===== config.mk =====
export PLATFORM = sky130hd
export DESIGN_NAME = ushreg_bus
export DESIGN_NICKNAME = d
export VERILOG_FILES = /design/src/rtl/ushreg_pkg.sv /design/src/rtl/ushreg_rst_sync.sv /design/src/rtl/ushreg_core.sv /design/src/rtl/ushreg_drive.sv /design/src/rtl/ushreg_bus.sv
export SDC_FILE = /design/constraint.sdc
export NUM_CORES = 1
export LEC_CHECK = 0
export BUFFER_PORTS_ARGS = -buffer_cell sky130_fd_sc_hd__buf_2
export CAP_MARGIN = 25
export CORE_MARGIN = 2
export CORE_UTILIZATION = 38
export DETAILED_ROUTE_END_ITERATION = 10
export PLACE_DENSITY = 0.72
export SLEW_MARGIN = 15
export SYNTH_ARGS = -nofsm -noshare
export SYNTH_HDL_FRONTEND = slang
export SYNTH_SLANG_ARGS = --single-unit

===== constraint.sdc =====
create_clock -name clk -period 0.8 [get_ports clk]
set_clock_uncertainty 0.2 [all_clocks]
set_input_delay 0.04 -clock clk [delete_from_list [all_inputs] [get_ports clk]]
set_output_delay 0.04 -clock clk [all_outputs]
set_load 0.03 [all_outputs]

===== src/rtl/ushreg_pkg.sv =====
package ushreg_pkg;
  typedef enum logic [1:0] {
    MODE_KEEP = 2'b00,
    MODE_UP   = 2'b01,
    MODE_DOWN = 2'b10,
    MODE_LOAD = 2'b11
  } shmode_e;
endpackage


===== src/rtl/ushreg_rst_sync.sv =====
module ushreg_rst_sync #(
  parameter int STAGES = 2
) (
  input  logic clk,
  input  logic rst_n,
  output logic rst_int_n
);
  logic [STAGES-1:0] chain_q;
  logic [STAGES-1:0] chain_d;

  always_comb begin
    chain_d = {chain_q[STAGES-2:0], 1'b1};
  end

  always_ff @(posedge clk or negedge rst_n) begin
    if (!rst_n) chain_q <= '0;
    else        chain_q <= chain_d;
  end

  assign rst_int_n = chain_q[STAGES-1];

  // internal reset follows the external one down at once
  a_r5_sync_low: assert property (@(posedge clk) !rst_n |-> !rst_int_n);
endmodule


===== src/rtl/ushreg_core.sv =====
module ushreg_core
  import ushreg_pkg::*;
#(
  parameter int W = 8
) (
  input  logic         clk,
  input  logic         rst_int_n,
  input  shmode_e      mode,
  input  logic         ser_in_lo,
  input  logic         ser_in_hi,
  input  logic [W-1:0] load_val,
  output logic [W-1:0] word_q
);
  localparam int MSB = W - 1;

  logic [W-1:0] below;   // neighbour feeding each bit when shifting up
  logic [W-1:0] above;   // neighbour feeding each bit when shifting down
  logic [W-1:0] word_d;
  logic         word_en;

  for (genvar i = 0; i < W; i++) begin : g_bit
    if (i == 0) begin : g_lsb
      assign below[i] = ser_in_lo;
    end else begin : g_lo_nb
      assign below[i] = word_q[i-1];
    end
    if (i == MSB) begin : g_msb
      assign above[i] = ser_in_hi;
    end else begin : g_hi_nb
      assign above[i] = word_q[i+1];
    end
  end

  always_comb begin
    word_en = (mode != MODE_KEEP);
    unique case (mode)
      MODE_UP:   word_d = below;
      MODE_DOWN: word_d = above;
      MODE_LOAD: word_d = load_val;
      default:   word_d = word_q;
    endcase
  end

  always_ff @(posedge clk or negedge rst_int_n) begin
    if (!rst_int_n)   word_q <= '0;
    else if (word_en) word_q <= word_d;
  end

  a_r1_keep: assert property (@(posedge clk) disable iff (!rst_int_n)
    mode == MODE_KEEP |=> $stable(word_q));
  a_r2_up: assert property (@(posedge clk) disable iff (!rst_int_n)
    mode == MODE_UP |=> (word_q[0] == $past(ser_in_lo)) && (word_q[MSB:1] == $past(word_q[MSB-1:0])));
  a_r3_down: assert property (@(posedge clk) disable iff (!rst_int_n)
    mode == MODE_DOWN |=> (word_q[MSB] == $past(ser_in_hi)) && (word_q[MSB-1:0] == $past(word_q[MSB:1])));
  a_r4_load: assert property (@(posedge clk) disable iff (!rst_int_n)
    mode == MODE_LOAD |=> word_q == $past(load_val));
  a_r5_clear: assert property (@(posedge clk) !rst_int_n |-> word_q == '0);
endmodule


===== src/rtl/ushreg_drive.sv =====
module ushreg_drive
  import ushreg_pkg::*;
#(
  parameter int W = 8
) (
  input  logic         clk,
  input  logic         rst_n,
  input  shmode_e      mode,
  input  logic         oe_a_n,
  input  logic         oe_b_n,
  input  logic [W-1:0] word_q,
  output logic [W-1:0] bus_out,
  output logic         bus_oe
);
  logic pins_on;

  always_comb begin
    pins_on = !oe_a_n && !oe_b_n;
    bus_oe  = pins_on && (mode != MODE_LOAD);
    bus_out = bus_oe ? word_q : '0;
  end

  a_r6_off_in_load: assert property (@(posedge clk) disable iff (!rst_n)
    mode == MODE_LOAD |-> !bus_oe);
  a_r6_off_by_enable: assert property (@(posedge clk) disable iff (!rst_n)
    (oe_a_n || oe_b_n) |-> !bus_oe);
  a_r7_quiet_bus: assert property (@(posedge clk) disable iff (!rst_n)
    !bus_oe |-> bus_out == '0);
endmodule


===== src/rtl/ushreg_bus.sv =====
module ushreg_bus
  import ushreg_pkg::*;
#(
  parameter int W = 8,
  parameter int SYNC_STAGES = 2
) (
  input  logic         clk,
  input  logic         rst_n,
  input  logic         sel_lo,
  input  logic         sel_hi,
  input  logic         ser_in_lo,
  input  logic         ser_in_hi,
  input  logic         oe_a_n,
  input  logic         oe_b_n,
  input  logic [W-1:0] bus_in,
  output logic [W-1:0] bus_out,
  output logic         bus_oe,
  output logic         ser_out_lo,
  output logic         ser_out_hi
);
  localparam int MSB = W - 1;

  shmode_e      mode;
  logic         rst_int_n;
  logic [W-1:0] word_q;

  assign mode = shmode_e'({sel_hi, sel_lo});

  ushreg_rst_sync #(.STAGES(SYNC_STAGES)) u_rst (
    .clk       (clk),
    .rst_n     (rst_n),
    .rst_int_n (rst_int_n)
  );

  ushreg_core #(.W(W)) u_core (
    .clk       (clk),
    .rst_int_n (rst_int_n),
    .mode      (mode),
    .ser_in_lo (ser_in_lo),
    .ser_in_hi (ser_in_hi),
    .load_val  (bus_in),
    .word_q    (word_q)
  );

  ushreg_drive #(.W(W)) u_drive (
    .clk     (clk),
    .rst_n   (rst_n),
    .mode    (mode),
    .oe_a_n  (oe_a_n),
    .oe_b_n  (oe_b_n),
    .word_q  (word_q),
    .bus_out (bus_out),
    .bus_oe  (bus_oe)
  );

  assign ser_out_lo = word_q[0];
  assign ser_out_hi = word_q[MSB];

  // end bits seen on the bus match the serial outputs
  a_r9_ends_match: assert property (@(posedge clk) disable iff (!rst_n)
    bus_oe |-> (ser_out_lo == bus_out[0]) && (ser_out_hi == bus_out[MSB]));
endmodule


## Word-level counts from Yosys, hierarchy flattened

Cells that the tools add are included.

| word-level totals | value |
|---|---|
| register bits after elaboration | 10 |

| cells by class | value |
|---|---|
| equality and inequality tests | 4 |
| mux-type cells | 2 |
| reduce and logical (&&, ||, !) cells | 7 |

Operators with widths:

| kind | count |
|---|---|
| 8-bit one-hot mux with 3 select lines | 1 |
| 8-bit 2-to-1 mux | 1 |
| 2-bit equality test (second input constant) | 2 |
| 3-bit nonzero test | 1 |
| 2-bit by 1-bit equality test with 1-bit output (second input constant) | 1 |
| 1-bit logical AND | 2 |
| 1-bit zero test | 2 |
| 2-bit inequality test (second input constant) | 1 |
| 2-bit AND reduction | 1 |
| 2-bit nonzero test | 1 |

## Logic depth before layout (Yosys ltp)

Gate-level depths: netlist (run 1).

| depth | value |
|---|---|
| depth in word-level cells | 4 |
| depth in mapped cells | 3 |
| mapped depth without buffers | 2 |

## Cells and area by module

A second synthesis (run 1) with hierarchy kept.

| unflattened totals | value |
|---|---|
| cell total of the unflattened synthesis | 30 |
| area total of the unflattened synthesis | 526.8 um2 |

By module, submodules not included:

| module | seq. area each (um2) | cells each | times used | area each (um2) |
|---|---|---|---|---|
| ushreg_core | 200.2 | 18 | 1 | 402.9 |
| ushreg_drive | 0.0 | 9 | 1 | 70.1 |
| ushreg_rst_sync | 50.0 | 3 | 1 | 53.8 |

## Least setup slack after synthesis (run 1)

OpenSTA, ideal clock, no wires.

| timing path | value |
|---|---|
| kind | flip-flop to flip-flop |
| start point | reg u_core.word_q[7] |
| end point | reg u_core.word_q[6] |
| required time | 461 ps |
| stages on the path, launching flop included | 2 |
| data arrival time | 957 ps |
| setup slack | -496 ps |
| path through | dfrtp_1 > mux4_2 |

| between the ends | value |
|---|---|
| cells in the longest elaborated chain, start to end | 1 |

Ends and longest elaborated chain:

| item | line | text |
|---|---|---|
| start: declaration | ushreg_core.sv:12 | `output logic [W-1:0] word_q` |
| start signal: assignment | ushreg_core.sv:46 | `else if (word_en) word_q <= word_d;` |
| 8-bit one-hot mux with 3 select lines | ushreg_core.sv:36 | `unique case (mode)` |

Every way passes these cells.
A chain may end at the register's enable or synchronous reset.

## Final worst setup path (run 1)

Same ends and word-level chain as after synthesis.

==> impl_metrics.toml, run 1 <==
[status]
outcome = "finished with violations"
violations = "hold timing, setup timing"

[yosys]
synth.distinct_cells = 6
ys_seq_area_share_pct = 47.5
synth_nets = 46
syn_area_um2 = 527
synth_top_area_share_pct = 47.5
netlist_instances = 30
ys_warn_count = 0
yosys.area.top_type = "dfrtp_1"
ys_ff_latch = 10
postSynthAreaPerCell_um2 = 17.6
synth_area_leaders = "dfrtp_1, mux4_2, and2_1, buf_6, a211oi_4"

[worst_setup_path]
end_kind = "flop"
required_ns = 0.74
crit_path_start = "u_core.word_q[7]$_DFFE_PN0P_"
critical_path.cell_chain = "buf_6, mux4_2"
start_kind = "flop"
r2r-end = "u_core.word_q[6]$_DFFE_PN0P_"
reg2reg_from = "u_core.word_q[7]$_DFFE_PN0P_"
cpPeakStageDelay_ns = 0.45
r2r_cells = 2
critPathKind = "reg2reg"
reg2reg_slack_ns = -0.51
arrival_ns = 1.25
crit_path_end = "u_core.word_q[6]$_DFFE_PN0P_"
crit_path_top_delay_cell = "mux4_2"
path_max_fanout = 2

[routing]
wirelength_um = 1160
ant_nets = 0
wire_per_inst_um = 13.6
drc = 0
vias_per_cell = 5.07
drt_pass1_iterations = 4
routed-via-count = 431
detail_route.iter0.violations = 2

[floorplan]
rows = 13
die_y_um = 41.2
ios = 27
start_util_pct = 40.5
die_w_um = 41.2
dieArea_mm2 = 0.00170
core-area_mm2 = 0.00130

[place]
numPortBuffers = 26
gp_congestion = 0.693
dp_hpwl_um = 835
dpl_cell_area_um2 = 747

[sta]
fmax_mhz = 763
hold_ws_ns = -0.120
hold_viol = 18
finalSetupViolations = 19
finalMaxSlewViolations = 0
period_needed_ns = 1.31
fin_ws_ns = -0.511
final.period_utilization_pct = 164
rsz0062_at_grt = "true"

[power]
p_seq_share_pct = 39.7
ir_worst_vdd_v = 0.000894
clock_power_share_pct = 25.7
p_int_mw = 1.27
combinationalPowerShare_pct = 34.6
pwr_density_cell_mw_per_mm2 = 1900
p_sw_share_pct = 28.0
cellLeakagePower_nw = 0.431
p_switching_uw = 492
power_mw = 1.76

[grt]
grt_max_degree = 9
overflow = 0
grt_pass1_wl_um = 1770
antenna_found_initial = 0
grtUsageTotal_pct = 17.8
first_global_vias = 408

[cts]
htreeDepth = 1
cts_tree = "built"
root_buffer = "clkbuf_4"
path_clk_slew_ns = 0.06
clk_path_buf_depth = 2
cts_buffers = 3
insertion_delay_ns = 0.27
cts_hold_buf = 1
clkSinkCount = 10

[layout]
design_area_um2 = 926
drive_gt1_share_pct = 85.7
area_growth_syn_to_layout_pct = 75.8
antenna_cells = 0
nNetsFinal = 87

[min_path]
hold_path.class = "in2async"

[job]
maxCapViolations = 0
-- how the worst min path moves through the flow --
stage           from                         end  slack, ns  cells past startpoint
2_1_floorplan  rst_n  u_rst.chain_q[0]$_DFF_PN0_      -0.46                      0
3_3_place_gp   rst_n  u_rst.chain_q[1]$_DFF_PN0_      -0.37                      1
3_5_place_dp   rst_n  u_rst.chain_q[0]$_DFF_PN0_      -0.37                      1
4_1_cts        rst_n  u_rst.chain_q[1]$_DFF_PN0_      -0.12                      2
5_1_grt        rst_n  u_rst.chain_q[1]$_DFF_PN0_      -0.12                      2
6_report       rst_n  u_rst.chain_q[1]$_DFF_PN0_      -0.12                      2
-- sequential cells by signal, summed over array words and instances, names as in the netlist --
name	cells
u_core.word_q	8
u_rst.chain_q	2
-- final cells by class --
| class | count | area (µm²) |
|---|---|---|
| fillers | 105 | 375 |
| repair buffers | 38 | 344 |
| clock buffers | 4 | 36.3 |
| flip-flops and latches | 10 | 253 |
| multi-input cells | 18 | 274 |
| well taps | 15 | 18.8 |
-- critical path: cells and delay by family (launching register included) --
family / cells / cell delay [ns]
flops: 1 / 0.42
buf+inv: 1 / 0.12
mux: 1 / 0.45
-- synthesized netlist by cell type --
library cell	count
a211oi_4	1
mux4_2	8
dfrtp_1	10
conb_1	1
and2_1	8
buf_6	2
-- metrics by stage --
| stage | setup slack, ns | setup TNS (ns) | util, % | std cells |
|---|---|---|---|---|
| final | -0.511 | -7.83 | 71.2 | 85 |
| after detailed placement | -0.436 | -7.12 | 57.4 | 76 |
| after CTS | -0.508 | -7.88 | 70.4 | 85 |
| after global placement | -0.416 | -6.88 | 57.4 | 76 |
| after floorplan | -0.458 | -6.78 | - | 30 |
| after global routing | -0.529 | -8.25 | 71.2 | 85 |
-- repair_timing --
item / CTS / global route
endpoints found under the setup margin: 19 / 19
pin swaps: 2 / 0
gates resized for setup: 32 / 4
hold endpoints to repair: 18 / 18
buffers inserted: 4 / 0
-- per-layer routing --
layer / wire [µm] / global-route usage (%)
met2: 627 / 28.9
met5: 0 / 0
met4: 38 / 14.5
met3: 70 / 3.26
met1: 421 / 20.3
-- power groups by stage --
stage               combinational [mW]  sequential (mW)  clock (mW)
global placement                 0.461            0.699           0
finish                           0.608            0.698       0.453
detailed placement               0.469            0.701           0
CTS                              0.591            0.695       0.459
global route                     0.644            0.712       0.481
floorplan                        0.288            0.707           0
-- cell usage in the layout (no fill, tap or decap) --
cell	instances
buf_6	15
buf_2	13
and2_4	8
mux4_2	8
dfrtp_1	8
buf_4	6
clkbuf_4	3
buf_12	2
dfrtp_2	2
a211oi_4	1
clkbuf_8	1
dlygate4sd3_1	1
buf_8	1
conb_1	1
-- cells by family (layout without fill, tap and decap cells) --
family | count (synthesis) | after routing | share of synthesized area [%]
AO/OA/AOI/OAI | 1 | 1 | 3.80
AND/OR/NAND/NOR | 8 | 8 | 9.50
flip-flops | 10 | 10 | 47.5
multiplexers | 8 | 8 | 34.2
buffers and inverters | 2 | 42 | 4.28
other | 1 | 1 | 0.712
Power figures use the tool's default switching activity.
==> run 2, diff against run 1 <==
Settings changed: RECOVER_POWER set to 50.
==> run 2 against run 1 <==
  * The run still ends with hold timing, setup timing left
  * Fmax is the same
  * Worst setup slack is the same
  * Flip-flop and latch count is the same
  * Clock power is essentially flat
  * Cell count is the same
  * Non-clock buffer count is the same
  * Sequential share of layout area is essentially flat
==> impl_metrics.toml, run 2 (synthesis results as in run 1) <==
[routing]
routed-via-count = 431
wire_per_inst_um = 13.6
wirelength_um = 1160
drc = 0
drt_pass1_iterations = 4
met2_length_um = 627
wl_met1_um = 419
wl_met3_um = 70
vias_per_cell = 5.07
ant_nets = 0
top_layer = "met4"
detail_route.iter0.violations = 2

[layout]
nNetsFinal = 87
area_growth_syn_to_layout_pct = 75.5
antenna_cells = 0
largest_register_ffs = 8
n_fill_cell = 106
reg_top3 = "u_core.word_q: 8 flops, u_rst.chain_q: 2 flops"
multiInputGateArea_um2 = 274
max_flop_register = "u_core.word_q"
final_common_cell = "buf_6"
postLayoutCoreUtil_pct = 71.1
stdcell_count = 85
drive_gt1_share_pct = 84.3
final_cell_mix = "buf_6, buf_2, and2_4, mux4_2, dfrtp_1"
regArea_um2 = 253

[worst_setup_path]
path_max_fanout = 2
critPathKind = "reg2reg"
critical_path.cell_chain = "buf_6, mux4_2"
start_kind = "flop"
required_ns = 0.74
crit_path_top_delay_cell = "mux4_2"
arrival_ns = 1.25
end_kind = "flop"
reg2reg_slack_ns = -0.51
cpPeakStageDelay_ns = 0.45

[sta]
fin_ws_ns = -0.511
hold_viol = 18
rsz0062_at_grt = "true"
fmax_mhz = 763
finalSetupViolations = 19
finalMaxSlewViolations = 0
period_needed_ns = 1.31
hold_ws_ns = -0.119
final.period_utilization_pct = 164

[floorplan]
start_util_pct = 40.5
rows = 13
die_w_um = 41.2
dieArea_mm2 = 0.00170
ios = 27
die_y_um = 41.2
core-area_mm2 = 0.00130

[status]
violations = "hold timing, setup timing"
outcome = "finished with violations"

[cts]
clkSinkCount = 10
insertion_delay_ns = 0.27
cts_tree = "built"
clk_path_buf_depth = 2
htreeDepth = 1
cts_hold_buf = 1
cts_buffers = 3
root_buffer = "clkbuf_4"
path_clk_slew_ns = 0.06

[power]
cellLeakagePower_nw = 0.428
p_switching_uw = 492
combinationalPowerShare_pct = 34.5
clock_power_share_pct = 25.8
p_int_mw = 1.27
p_sw_share_pct = 28.0
p_seq_share_pct = 39.7
pwr_density_cell_mw_per_mm2 = 1900
ir_worst_vdd_v = 0.000894

[grt]
grt_pass1_wl_um = 1770
grt_max_degree = 9
first_global_vias = 408
antenna_found_initial = 0
grtUsageTotal_pct = 17.8
overflow = 0

[min_path]
hold_path.class = "in2async"

[job]
maxCapViolations = 0

[place]
gp_congestion = 0.693
post-place-ws_ns = -0.436
place_inst = 76
dp_hpwl_um = 835
numPortBuffers = 26
[run 2: cell types whose count changed in the layout (fill, tap and decap cells not counted)]
cell,change
buf_2,-1
clkbuf_1,+1
[run 2: through the flow]
stage	setup TNS [ns]	power, mW	instance area (µm²)
after global placement	-6.88	1.16	747
after global routing	-8.25	1.84	925
after CTS	-7.88	1.74	916
after floorplan	-6.78	0.995	552
after detailed placement	-7.12	1.17	747
final	-7.83	1.76	925
[run 2: worst paths after layout]
check / from / end / depth (start not counted)
max: u_core.word_q[7]$_DFFE_PN0P_ / u_core.word_q[6]$_DFFE_PN0P_ / 2
min: rst_n / u_rst.chain_q[1]$_DFF_PN0_ / 2
max reg2reg: u_core.word_q[7]$_DFFE_PN0P_ / u_core.word_q[6]$_DFFE_PN0P_ / 2
min reg2reg: u_rst.chain_q[1]$_DFF_PN0_ / u_core.word_q[3]$_DFFE_PN0P_ / 0
max in group asynchronous: u_rst.chain_q[1]$_DFF_PN0_ / u_core.word_q[7]$_DFFE_PN0P_ / 0
min in group clk: bus_in[7] / u_core.word_q[7]$_DFFE_PN0P_ / 2
[run 2: layout make-up]
class,instances,area share (%)
clock buffer,4,3.92
multi-input combinational,18,29.6
sequential,10,27.3
tap,15,2.03
timing repair buffer,38,37.1
[run 2: timing repair]
| item | CTS | global route |
|---|---|---|
| hold endpoints to repair | 18 | 18 |
| setup buffers | 4 | 0 |
| pin swaps | 2 | 0 |
| resized for setup | 32 | 4 |
| endpoints found under the setup margin | 19 | 19 |
[run 2: metal layers]
metal	track usage (%)	vias up
met2	28.9	22
met3	3.26	5
met1	20.3	211
met4	14.5	0
met5	0	-
li1	-	193
[run 2: critical path, delay by kind of cell, from the launching register on]
| kind | cells | cell delay [ns] |
|---|---|---|
| buf+inv | 1 | 0.12 |
| flops | 1 | 0.42 |
| mux | 1 | 0.45 |
[run 2: power groups by stage]
stage | logic, mW | registers (mW) | clock network [mW]
after CTS | 0.591 | 0.695 | 0.459
after detailed placement | 0.469 | 0.701 | 0
after global placement | 0.461 | 0.699 | 0
after global routing | 0.643 | 0.712 | 0.481
after floorplan | 0.288 | 0.707 | 0
final | 0.607 | 0.698 | 0.453
==> run 3, diff against run 2 <==
Settings changed: BUFFER_PORTS_ARGS -buffer_cell sky130_fd_sc_hd__buf_2 to unset, CORE_AREA set to 2 2 39 41, CORE_MARGIN 2 to unset, CORE_UTILIZATION 38 to unset, DIE_AREA set to 0 0 41 43, DONT_BUFFER_PORTS set to 1, PLACE_DENSITY 0.72 to unset.
==> run 3 against run 2 <==
  * The run still ends with hold timing, setup timing left
  * Largest power group unchanged
  * Via count fell by 28%
  * Critical endpoint is now bus_out[7]
  * Critical path type is now reg2out
  * Fmax rose by 5.5%
  * Clock power fell by 0.9%
  * Sequential share of layout area rose by 12 points
  * First-iteration DRC count rose by 50%
  * Sequential power rose by 0.9%
  * Largest cell class is now multi-input combinational cells
==> impl_metrics.toml, run 3 (synthesis results as in run 1) <==
[min_path]
worst_hold_startpoint = "sel_hi"
hold_path.class = "in2reg"

[grt]
antenna_found_initial = 0
grt_max_degree = 10
first_global_vias = 319
grtUsageTotal_pct = 13.7
overflow = 0
grt_pass1_wl_um = 1500

[worst_setup_path]
critPathKind = "reg2out"
required_ns = 0.56
critPathTopFamily = "flip-flops"
end_kind = "primary output"
r2r-end = "u_core.word_q[2]$_DFFE_PN0P_"
reg2reg_slack_ns = -0.42
path_max_fanout = 3
cpPeakStageDelay_ns = 0.43
critical_path.cell_chain = "buf_6, and2_4"
crit_buf_inv = 1
r2r_cells = 1
reg2reg_from = "u_core.word_q[3]$_DFFE_PN0P_"
crit_path_end = "bus_out[7]"
crit_path_top_delay_cell = "dfrtp_2"
arrival_ns = 1.00
crit_path_start = "u_core.word_q[7]$_DFFE_PN0P_"
start_kind = "flop"
path_depth = 2

[status]
violations = "hold timing, setup timing"
outcome = "finished with violations"

[layout]
max_flop_register = "u_core.word_q"
nNetsFinal = 55
largest_register_ffs = 8
postLayoutCoreUtil_pct = 46.7
drive_gt1_share_pct = 73.7
reg_top3 = "u_core.word_q: 8 flops, u_rst.chain_q: 2 flops"
final_cell_mix = "and2_4, mux4_2, dfrtp_1"
design_area_um2 = 646
antenna_cells = 0
area_growth_syn_to_layout_pct = 22.6

[floorplan]
dieArea_mm2 = 0.00176
start_util_pct = 38.1
die_w_um = 41
core-area_mm2 = 0.00138
die_y_um = 43
rows = 14
ios = 27

[place]
dpl_cell_area_um2 = 578
post-place-ws_ns = -0.408
gp_congestion = 0.644
numPortBuffers = 0

[sta]
fmax_mhz = 805
finalSetupViolations = 19
hold_viol = 18
final.period_utilization_pct = 155
hold_ws_ns = -0.244
period_needed_ns = 1.24
finalMaxSlewViolations = 0
fin_ws_ns = -0.443
rsz0062_at_grt = "true"

[routing]
routed-via-count = 311
wire_per_inst_um = 18.9
vias_per_cell = 5.76
drc = 0
drt_pass1_iterations = 2
wirelength_um = 1020
detail_route.iter0.violations = 3
ant_nets = 0

[cts]
cts_buffers = 3
root_buffer = "clkbuf_4"
htreeDepth = 1
insertion_delay_ns = 0.26
cts_hold_buf = 1
cts_tree = "built"
clk_path_buf_depth = 2
path_clk_slew_ns = 0.07
clkSinkCount = 10

[power]
ir_worst_vdd_v = 0.00112
pwr_density_cell_mw_per_mm2 = 2370
cellLeakagePower_nw = 0.262

[job]
maxCapViolations = 0
-- run 3: changes by cell type in the layout (fill, tap and decap cells not counted), sizes merged --
cell / delta
buf: -31
clkbuf: -1
-- run 3: through the flow --
step,hold slack (ns),TNS [ns],power [mW],cells
3_3_place_gp,-0.456,-4.00,1.04,49
5_1_grt,-0.262,-7.11,1.61,54
3_5_place_dp,-0.456,-4.25,1.06,49
4_1_cts,-0.251,-6.66,1.55,54
2_1_floorplan,-0.456,-6.78,0.995,30
6_report,-0.244,-6.54,1.53,54
-- run 3: what timing repair did --
item,CTS,global route
pin swaps,2,1
hold endpoints to repair,18,18
setup buffers,0,0
endpoints found under the setup margin,19,19
cloned,0,0
gates resized for setup,9,0
-- run 3: worst min path at each step --
stage,endpoint,cells past startpoint
finish,u_core.word_q[5]$_DFFE_PN0P_,1
global route,u_core.word_q[7]$_DFFE_PN0P_,1
CTS,u_core.word_q[5]$_DFFE_PN0P_,1
detailed placement,u_rst.chain_q[1]$_DFF_PN0_,0
global placement,u_rst.chain_q[1]$_DFF_PN0_,0
floorplan,u_rst.chain_q[0]$_DFF_PN0_,0
-- run 3: layout make-up --
cell class	instances	area [µm²]
Multi-Input combinational cell	18	274
Tap cell	16	20.0
Timing Repair Buffer	6	62.6
Clock buffer	4	36.3
Fill cell	126	738
Sequential cell	10	253
-- run 3: routing by layer --
layer / share of wire (%) / track usage [%] / routed length [µm]
met4: 0 / 8.00 / 0
met1: 36 / 17.4 / 365
met2: 53 / 19.1 / 544
met3: 11 / 5.24 / 109
met5: 0 / 0 / 0
-- run 3: power by group --
part / internal (mW) / switching, mW / leakage, nW
combinational: 0.229 / 0.151 / 0.126
clock: 0.276 / 0.172 / 0.0210
sequential: 0.602 / 0.103 / 0.115
total: 1.11 / 0.426 / 0.262
